File: config.mk
export PLATFORM = sky130hd
export DESIGN_NAME = opt_boot_loader
export DESIGN_NICKNAME = d
export VERILOG_FILES = /design/src/rtl/opt_boot_pkg.sv /design/src/rtl/opt_hold_timer.sv /design/src/rtl/opt_seq.sv /design/src/rtl/opt_latch.sv /design/src/rtl/opt_pad_map.sv /design/src/rtl/opt_boot_loader.sv
export SDC_FILE = /design/constraint.sdc
export NUM_CORES = 1
export LEC_CHECK = 0
export ABC_CLOCK_PERIOD_IN_PS = 4900
export BUFFER_PORTS_ARGS = -buffer_cell sky130_fd_sc_hd__buf_4
export CORE_UTILIZATION = 30
export DETAILED_ROUTE_END_ITERATION = 6
export PLACE_DENSITY_LB_ADDON = 0.3
export SLEW_MARGIN = 25
export SYNTH_ARGS = -nofsm -noshare
export SYNTH_HDL_FRONTEND = slang
export SYNTH_SLANG_ARGS = --single-unit
File: constraint.sdc
create_clock -name clk -period 4.9 [get_ports clk]
set_input_delay 0.49 -clock clk [delete_from_list [all_inputs] [get_ports clk]]
set_output_delay 0.49 -clock clk [all_outputs]
set_load 0.02 [all_outputs]
File: src/rtl/opt_boot_pkg.sv
package opt_boot_pkg;

    typedef enum logic [2:0] {
        ST_IDLE,
        ST_FETCH,
        ST_LAST,
        ST_HOLD,
        ST_RUN
    } boot_state_e;

    // Byte offsets inside the option area that carry meaning
    localparam int OFS_P0_FORM = 0;
    localparam int OFS_P1_FORM = 1;
    localparam int OFS_P3_FORM = 2;
    localparam int OFS_P0_PULL = 3;
    localparam int OFS_P7_PULL = 4;

    localparam int P0_W     = 8;
    localparam int P1_W     = 8;
    localparam int P3_W     = 4;
    localparam int P7_W     = 6;
    localparam int P7_PU_W  = 4;
    localparam int NIB_W    = 4;
    localparam int P0_NIBS  = P0_W / NIB_W;

    typedef struct packed {
        logic [P0_W-1:0]    p0_form;
        logic [P1_W-1:0]    p1_form;
        logic [P3_W-1:0]    p3_form;
        logic [P0_NIBS-1:0] p0_nib_pu;
        logic [P7_PU_W-1:0] p7_pu;
    } opt_regs_t;

endpackage

File: src/rtl/opt_hold_timer.sv
module opt_hold_timer #(
    parameter int HOLD_CYCLES = 18000
) (
    input  logic clk,
    input  logic rst_n,
    output logic expired_o
);
    localparam int CW = $clog2(HOLD_CYCLES + 1);
    localparam logic [CW-1:0] LIMIT = CW'(HOLD_CYCLES);

    logic [CW-1:0] cnt_q;

    always_ff @(posedge clk or negedge rst_n) begin
        if (!rst_n) begin
            cnt_q <= '0;
        end else if (cnt_q != LIMIT) begin
            cnt_q <= cnt_q + 1'b1;
        end
    end

    assign expired_o = (cnt_q == LIMIT);


    hold_sticky_chk: assert property (@(posedge clk) disable iff (!rst_n)
        expired_o |=> expired_o);


    hold_bound_chk: assert property (@(posedge clk) disable iff (!rst_n)
        cnt_q <= LIMIT);

endmodule

File: src/rtl/opt_seq.sv
module opt_seq
    import opt_boot_pkg::*;
#(
    parameter int ADDR_W     = 16,
    parameter int AREA_BASE  = 32'hFF00,
    parameter int AREA_BYTES = 256
) (
    input  logic                          clk,
    input  logic                          rst_n,
    input  logic                          hold_done_i,
    output logic                          mem_rd_o,
    output logic [ADDR_W-1:0]             mem_addr_o,
    output logic                          cap_vld_o,
    output logic [$clog2(AREA_BYTES)-1:0] cap_ofs_o,
    output logic                          done_o,
    output logic                          run_o
);
    localparam int OFS_W = $clog2(AREA_BYTES);
    localparam logic [OFS_W-1:0] LAST_OFS = OFS_W'(AREA_BYTES - 1);
    localparam logic [ADDR_W-1:0] BASE_A  = ADDR_W'(AREA_BASE);

    boot_state_e state_q, state_d;
    logic [OFS_W-1:0] idx_q;
    logic [OFS_W-1:0] cap_ofs_q;
    logic             cap_vld_q;

    // State register
    always_ff @(posedge clk or negedge rst_n) begin
        if (!rst_n) begin
            state_q <= ST_IDLE;
        end else begin
            state_q <= state_d;
        end
    end

    // Next-state logic
    always_comb begin
        state_d = state_q;
        unique case (state_q)
            ST_IDLE:  state_d = ST_FETCH;
            ST_FETCH: if (idx_q == LAST_OFS) state_d = ST_LAST;
            ST_LAST:  state_d = hold_done_i ? ST_RUN : ST_HOLD;
            ST_HOLD:  if (hold_done_i) state_d = ST_RUN;
            ST_RUN:   state_d = ST_RUN;
            default:  state_d = ST_IDLE;
        endcase
    end

    // Read index and capture pipeline (one-cycle memory latency)
    always_ff @(posedge clk or negedge rst_n) begin
        if (!rst_n) begin
            idx_q     <= '0;
            cap_vld_q <= 1'b0;
            cap_ofs_q <= '0;
        end else begin
            cap_vld_q <= (state_q == ST_FETCH);
            cap_ofs_q <= idx_q;
            if (state_q == ST_FETCH) begin
                idx_q <= idx_q + 1'b1;
            end
        end
    end

    // Outputs
    always_comb begin
        mem_rd_o   = 1'b0;
        mem_addr_o = '0;
        done_o     = 1'b0;
        run_o      = 1'b0;
        unique case (state_q)
            ST_IDLE:  ;
            ST_FETCH: begin
                mem_rd_o   = 1'b1;
                mem_addr_o = BASE_A + ADDR_W'(idx_q);
            end
            ST_LAST:  ;
            ST_HOLD:  done_o = 1'b1;
            ST_RUN: begin
                done_o = 1'b1;
                run_o  = 1'b1;
            end
            default:  ;
        endcase
    end

    assign cap_vld_o = cap_vld_q;
    assign cap_ofs_o = cap_ofs_q;


    rd_in_area_chk: assert property (@(posedge clk) disable iff (!rst_n)
        mem_rd_o |-> (mem_addr_o >= BASE_A));


    rd_step_chk: assert property (@(posedge clk) disable iff (!rst_n)
        (mem_rd_o && $past(mem_rd_o)) |-> (mem_addr_o == $past(mem_addr_o) + 1'b1));


    cap_follows_rd_chk: assert property (@(posedge clk) disable iff (!rst_n)
        mem_rd_o |=> cap_vld_o);


    run_sticky_chk: assert property (@(posedge clk) disable iff (!rst_n)
        run_o |=> run_o);


    run_needs_hold_chk: assert property (@(posedge clk) disable iff (!rst_n)
        run_o |-> hold_done_i);

endmodule

File: src/rtl/opt_latch.sv
module opt_latch
    import opt_boot_pkg::*;
#(
    parameter int DATA_W = 8,
    parameter int OFS_W  = 8
) (
    input  logic              clk,
    input  logic              rst_n,
    input  logic              wr_en_i,
    input  logic [OFS_W-1:0]  wr_ofs_i,
    input  logic [DATA_W-1:0] wr_data_i,
    output opt_regs_t         regs_o
);
    opt_regs_t regs_q;

    always_ff @(posedge clk or negedge rst_n) begin
        if (!rst_n) begin
            regs_q <= '0;
        end else if (wr_en_i) begin
            if (wr_ofs_i == OFS_W'(OFS_P0_FORM)) regs_q.p0_form   <= wr_data_i[P0_W-1:0];
            if (wr_ofs_i == OFS_W'(OFS_P1_FORM)) regs_q.p1_form   <= wr_data_i[P1_W-1:0];
            if (wr_ofs_i == OFS_W'(OFS_P3_FORM)) regs_q.p3_form   <= wr_data_i[P3_W-1:0];
            if (wr_ofs_i == OFS_W'(OFS_P0_PULL)) regs_q.p0_nib_pu <= wr_data_i[P0_NIBS-1:0];
            if (wr_ofs_i == OFS_W'(OFS_P7_PULL)) regs_q.p7_pu     <= wr_data_i[P7_PU_W-1:0];
        end
    end

    assign regs_o = regs_q;


    regs_hold_chk: assert property (@(posedge clk) disable iff (!rst_n)
        !wr_en_i |=> $stable(regs_q));

endmodule

File: src/rtl/opt_pad_map.sv
module opt_pad_map
    import opt_boot_pkg::*;
(
    input  opt_regs_t        regs_i,
    output logic [P0_W-1:0]  p0_cmos_o,
    output logic [P0_W-1:0]  p0_pull_o,
    output logic [P1_W-1:0]  p1_cmos_o,
    output logic [P3_W-1:0]  p3_cmos_o,
    output logic [P7_W-1:0]  p7_pull_o
);
    assign p0_cmos_o = regs_i.p0_form;
    assign p1_cmos_o = regs_i.p1_form;
    assign p3_cmos_o = regs_i.p3_form;

    // Open-drain bits lose their pull-up regardless of the nibble enable
    for (genvar i = 0; i < P0_W; i++) begin : g_p0
        assign p0_pull_o[i] = regs_i.p0_nib_pu[i / NIB_W] & regs_i.p0_form[i];
    end

    for (genvar j = 0; j < P7_W; j++) begin : g_p7
        if (j < P7_PU_W) begin : g_opt
            assign p7_pull_o[j] = regs_i.p7_pu[j];
        end else begin : g_none
            assign p7_pull_o[j] = 1'b0;
        end
    end

endmodule

File: src/rtl/opt_boot_loader.sv
module opt_boot_loader
    import opt_boot_pkg::*;
#(
    parameter int CLK_KHZ     = 6000,
    parameter int HOLD_CYCLES = CLK_KHZ * 3,
    parameter int ADDR_W      = 16,
    parameter int DATA_W      = 8,
    parameter int AREA_BASE   = 32'hFF00,
    parameter int AREA_BYTES  = 256
) (
    input  logic              clk,
    input  logic              rst_n,
    output logic              mem_rd,
    output logic [ADDR_W-1:0] mem_addr,
    input  logic [DATA_W-1:0] mem_data,
    output logic              cpu_run,
    output logic              load_done,
    output logic [7:0]        p0_cmos,
    output logic [7:0]        p0_pullup,
    output logic [7:0]        p1_cmos,
    output logic [3:0]        p3_cmos,
    output logic [5:0]        p7_pullup
);
    localparam int OFS_W = $clog2(AREA_BYTES);

    logic             hold_done;
    logic             cap_vld;
    logic [OFS_W-1:0] cap_ofs;
    opt_regs_t        regs;

    opt_hold_timer #(
        .HOLD_CYCLES (HOLD_CYCLES)
    ) i_timer (
        .clk       (clk),
        .rst_n     (rst_n),
        .expired_o (hold_done)
    );

    opt_seq #(
        .ADDR_W     (ADDR_W),
        .AREA_BASE  (AREA_BASE),
        .AREA_BYTES (AREA_BYTES)
    ) i_seq (
        .clk         (clk),
        .rst_n       (rst_n),
        .hold_done_i (hold_done),
        .mem_rd_o    (mem_rd),
        .mem_addr_o  (mem_addr),
        .cap_vld_o   (cap_vld),
        .cap_ofs_o   (cap_ofs),
        .done_o      (load_done),
        .run_o       (cpu_run)
    );

    opt_latch #(
        .DATA_W (DATA_W),
        .OFS_W  (OFS_W)
    ) i_latch (
        .clk       (clk),
        .rst_n     (rst_n),
        .wr_en_i   (cap_vld),
        .wr_ofs_i  (cap_ofs),
        .wr_data_i (mem_data),
        .regs_o    (regs)
    );

    opt_pad_map i_map (
        .regs_i    (regs),
        .p0_cmos_o (p0_cmos),
        .p0_pull_o (p0_pullup),
        .p1_cmos_o (p1_cmos),
        .p3_cmos_o (p3_cmos),
        .p7_pull_o (p7_pullup)
    );


    od_no_pull_chk: assert property (@(posedge clk) disable iff (!rst_n)
        (p0_pullup & ~p0_cmos) == 8'h00);


    p7_upper_zero_chk: assert property (@(posedge clk) disable iff (!rst_n)
        p7_pullup[5:4] == 2'b00);


    opts_frozen_chk: assert property (@(posedge clk) disable iff (!rst_n)
        (load_done && $past(load_done)) |->
            $stable({p0_cmos, p0_pullup, p1_cmos, p3_cmos, p7_pullup}));


    done_sticky_chk: assert property (@(posedge clk) disable iff (!rst_n)
        load_done |=> load_done);


    run_quiet_bus_chk: assert property (@(posedge clk) disable iff (!rst_n)
        cpu_run |-> (!mem_rd && load_done));

endmodule

Yosys cells after proc, flatten, opt, wreduce, memory -nomap -nowiden:

Cells that the tools add are included.

* bitwise logic cells: 8
* add/sub/neg operators: 3
* div/mod/pow operators: 0
* reduce and logical (&&, ||, !) cells: 9
* shift-type cells: 0
* equal/unequal tests: 13
* muxes and demuxes: 8
* magnitude comparators: 0
* multiply operators: 0

Operators by type and width (count)
* 8-bit by 2-bit equality test with 1-bit output, second input constant: 2
* 16-bit 2-to-1 mux: 1
* 15-bit by 1-bit adder with 15-bit output, second input constant: 1
* 15-bit equality test, second input constant: 1
* 15-bit != test, second input constant: 1
* 3-bit one-hot mux with 5 select lines: 1
* 2-bit AND reduction: 6
* 9-bit by 9-bit adder with 10-bit output, first input constant: 1
* 3-bit 2-to-1 mux: 3
* 8-bit by 1-bit adder with 8-bit output, second input constant: 1
* 1-bit AND: 8
* 8-bit by 1-bit equality test with 1-bit output, second input constant: 1
* 8-bit by 3-bit equality test with 1-bit output, second input constant: 1
* 8-bit equality test, second input constant: 1
* 8-bit zero test: 1
* 3-bit by 2-bit equality test with 1-bit output, second input constant: 2
* 2-bit by 1-bit != test with 1-bit output, second input constant: 2
* 3-bit by 1-bit equality test with 1-bit output, second input constant: 1
* 3-bit equality test, second input constant: 1
* 3-bit zero test: 1
* 1-bit 2-to-1 mux: 3
* 2-bit OR reduction: 1

* RAM bits: 0
* memories kept: 0
* latch bits: 0
* memory bits (read-only): 0
* output and inout port bits: 53
* register bits: 61

Longest topological paths before layout:

* word-level depth: 3
* gate-level depth with buffers: 6
* depth with buffers taken out: 6

Modules after synthesis:

From an unflattened synthesis, not the netlist that was laid out.

* cells, all modules: 230
* area total of the unflattened synthesis: 2834.0 µm²

By module, submodules not included
* opt_latch: times used 1, area an instance 1033.5 µm², seq. area each 650.6 µm², cells an instance 61
* opt_seq: times used 1, area an instance 854.6 µm², seq. area each 500.5 µm², cells an instance 72
* opt_hold_timer: times used 1, area an instance 696.9 µm², seq. area each 375.4 µm², cells an instance 62
* opt_pad_map: times used 1, area an instance 249.0 µm², seq. area each 0.0 µm², cells an instance 35

Worst setup path before layout:

Ideal clock, no wire load.

* path type: register -> output
* start: register i_seq.state_q[1]
* end: output mem_addr[0]
* required time: 4.410 ns
* path buffers: 1
* stages on the path, launching flop included: 4
* slack: 2.667 ns
* arrival: 1.743 ns
* cells stage by stage: dfrtp_1 nor3b_1 clkbuf_1 and2_1

* longest elaborated chain between the ends: 2

Ends and longest elaborated chain
* start: declaration: line opt_seq.sv:22 `boot_state_e state_q, state_d;`
* start signal: assignment: line opt_seq.sv:32 `state_q <= state_d;`
* 3-bit by 1-bit equality test with 1-bit output: line opt_seq.sv:70 `unique case (state_q)`
* 16-bit 2-to-1 mux: line opt_seq.sv:70
* end: declaration: line opt_boot_loader.sv:14 `output logic [ADDR_W-1:0] mem_addr,`

No other way between the ends.

Worst setup path after layout:

* start: register i_seq.state_q[1]
* end: output mem_addr[2]

Same word-level chain as after synthesis.

==> qor.tcl <==
set qor(run_status) {finished with violations}
set qor(violated_checks) {design-rule violations}
set qor(synth_edf_count) 0
set qor(report.final.setup_viol) 0
set qor(flow.area_growth_from_synthesis_pct) 17.5
set qor(grt_first_pass_wirelength_um) 8000
set qor(dr_vias) 1660
set qor(number_of_synthesized_register_bits) 61
set qor(worstPathCellList) {nor3b_2, buf_4, and2_1, buf_4}
set qor(routed_length_per_placed_instance_um) 12.6
set qor(layout_worst_path_cycle_share_pct) 48.7
set qor(maxSlewHeadroom_pct) 50.0
set qor(num_antenna_cells) 0
set qor(placementRows) 34
set qor(critical_path.slowest_cell) {nor3b_2}
set qor(drc_errors) 1
set qor(critical_path_required_ns) 4.41
set qor(synth_sequential_area_ratio_pct) 54.5
set qor(totalNegativeSetupSlack_ns) 0
set qor(clkSinkCount) 61
set qor(hold_buffers) 0
set qor(cts-resized-gates) 0
set qor(io_pins) 63
set qor(post-dp-hpwl_um) 3320
set qor(dpl.cell_count) 361
set qor(critPathTopFamily) {simple AND/OR/NAND/NOR gates}
set qor(drtIter0Drc) 79
set qor(grt_use_total_pct) 10.7
set qor(grt_setup_unrepaired) {no}
set qor(post-cts-setup-buffer-count) 0
set qor(die_height_um) 98.7
set qor(timing.setup.critical_path_class) {flop to output port}
set qor(cp_dominant_cell_by_count) {buf_4}
set qor(worst_r2r_path_depth) 3
set qor(finalHoldViolations) 0
set qor(global_route_overflow) 0
set qor(synth-async-reset-ratio_pct) 100
set qor(syn-instance-count) 226
set qor(core_area_um2) 8890
set qor(critPathBufInv) 2
set qor(yosys_most_used_dff) {dfrtp_1}
set qor(die-width_um) 98.7
set qor(syn_area_per_cell_um2) 12.4
set qor(worstPathArrival_ns) 1.90
set qor(mostFrequentLayoutCells) {dfrtp_1, buf_4, mux2_2, and2_1}
set qor(total_power_w) 0.000939
set qor(fin_cells) 375
set qor(maxCapViolCount) 0
set qor(final_util_pct) 37.0
set qor(drt_wl_total_um) 4730
set qor(cts_tree) {done}
set qor(root_buffer) {clkbuf_8}
set qor(worst_setup_hold_path_clk_slew_ns) 0.06
set qor(crit_path_max_fanout) 15
set qor(power.static_leakage_nw) 1.52
set qor(htreeDepth) 3
set qor(drive_gt1_share_pct) 41.6
set qor(synthesis.yosys.warnings) 0
set qor(clk-insertion-delay-late_ns) 0.32
set qor(globalplace.congestion) 0.752
set qor(portBuffers) 60
set qor(critical_path.endpoint_type) {output port}
set qor(first_pass_iters) 6
set qor(initial_core_utilization_pct) 31.5
set qor(ant_nets) 0
set qor(count_of_nets_after_finishing) 277
set qor(number_of_cts_inserted_buffers) 9
set qor(worst_slew_pin_slew_ns) 0.751
set qor(hold_path_class) {input pin to asynchronous set/reset pin}
set qor(yosysUniqueCellTypes) 35
set qor(fmax_ghz) 0.419
set qor(drv_slew) 0
set qor(vdd_drop_max_mv) 0.113
set qor(post_synth_instance_area_um2) 2800
set qor(grt_antenna_before_repair) 0
set qor(clock_path_buffers) 2
set qor(post_drt_via_cell_ratio) 4.43
set qor(grt_start_max_net_pins) 62
set qor(grt_pass1_vias) 1651
set qor(power.density_cell_area_nw_per_um2) 285
set qor(skew_ns) 0.00678
set qor(timing.critical_path.slowest_cell_delay_ns) 0.48
set qor(startpoint_type) {flop}
set qor(worst-path-stages) 4
set qor(period_minus_ws_final_ns) 2.39
set qor(die_area_um2) 9730
-- stage by stage --
step	instance area [um^2]	worst slack, ns	hold WS, ns
final	3290	2.51	0.234
after global routing	3290	2.33	0.279
after CTS	3290	2.47	0.248
after global placement	3150	2.87	0.435
after detailed placement	3150	2.85	0.445
after floorplan	2810	2.67	0.194
-- Yosys cell counts, types with 2 or more instances --
cell type	n	area (um^2)
and2_1	16	100
and3_1	2	12.5
buf_4	34	255
dfrtp_1	61	1530
ha_1	3	37.5
inv_1	5	18.8
mux2_2	28	315
nand2_1	11	41.3
nand3_1	7	35.0
nand3b_1	2	15.0
nand4_1	3	18.8
nor2_1	9	33.8
nor3_1	2	10.0
nor3b_1	2	15.0
o21ai_0	2	10.0
or4b_2	2	20.0
xnor2_1	11	96.3
xor2_1	9	78.8
-- where the power goes --
| part | switching (W) | internal (W) |
|---|---|---|
| Clock | 0.000173 | 0.000175 |
| Sequential | 0.00000659 | 0.000515 |
| Combinational | 0.0000388 | 0.0000305 |
| Total | 0.000218 | 0.000721 |
-- registers in the layout, indices dropped and copies added (netlist names) --
signal and cells:
i_timer.cnt_q 15, i_latch.regs_o 26, i_seq.state_q 3, i_seq.cap_ofs_o 8, i_seq.cap_vld_o 1, i_seq.idx_q 8
-- layer usage --
layer | wire (um) | global-route usage, % | up-vias
met5 | 0 | 0 | -
met4 | 10 | 5.28 | 0
met3 | 304 | 4.33 | 2
li1 | - | - | 798
met1 | 2210 | 13.3 | 799
met2 | 2200 | 16.3 | 61
-- worst paths after layout --
kind	startpoint	slack [ns]	end
min	rst_n	0.23	i_latch.regs_o[3]
max reg2reg	i_timer.cnt_q[2]	2.88	i_timer.cnt_q[1]
max in group asynchronous	rst_n	4.18	i_timer.cnt_q[2]
max	i_seq.state_q[1]	2.51	mem_addr[2]
min reg2reg	i_seq.idx_q[1]	0.47	i_seq.cap_ofs_o[1]
min in group clk	mem_data[6]	0.41	i_latch.regs_o[16]
-- cell type report --
class	instances	area, um^2
multi-input combinational	126	1010
clock buffer	11	131
tap	108	135
inverter	5	18.8
timing repair buffer	61	458
clock inverter	3	15.0
sequential	61	1530
fill	860	5600
-- kinds of logic (layout without fill, tap and decap cells) --
family	Yosys count	in the layout	synth area share, %
adders and majority gates	3	3	1.34
other	1	2	0.134
and+or+nand+nor	68	68	15.4
buffers and inverters	40	80	9.91
AOI/OAI and AO/OA	4	4	0.893
muxes	29	29	11.6
DFF	61	61	54.5
xor gates and xnor gates	20	20	6.25
Power figures use the tool's default switching activity.
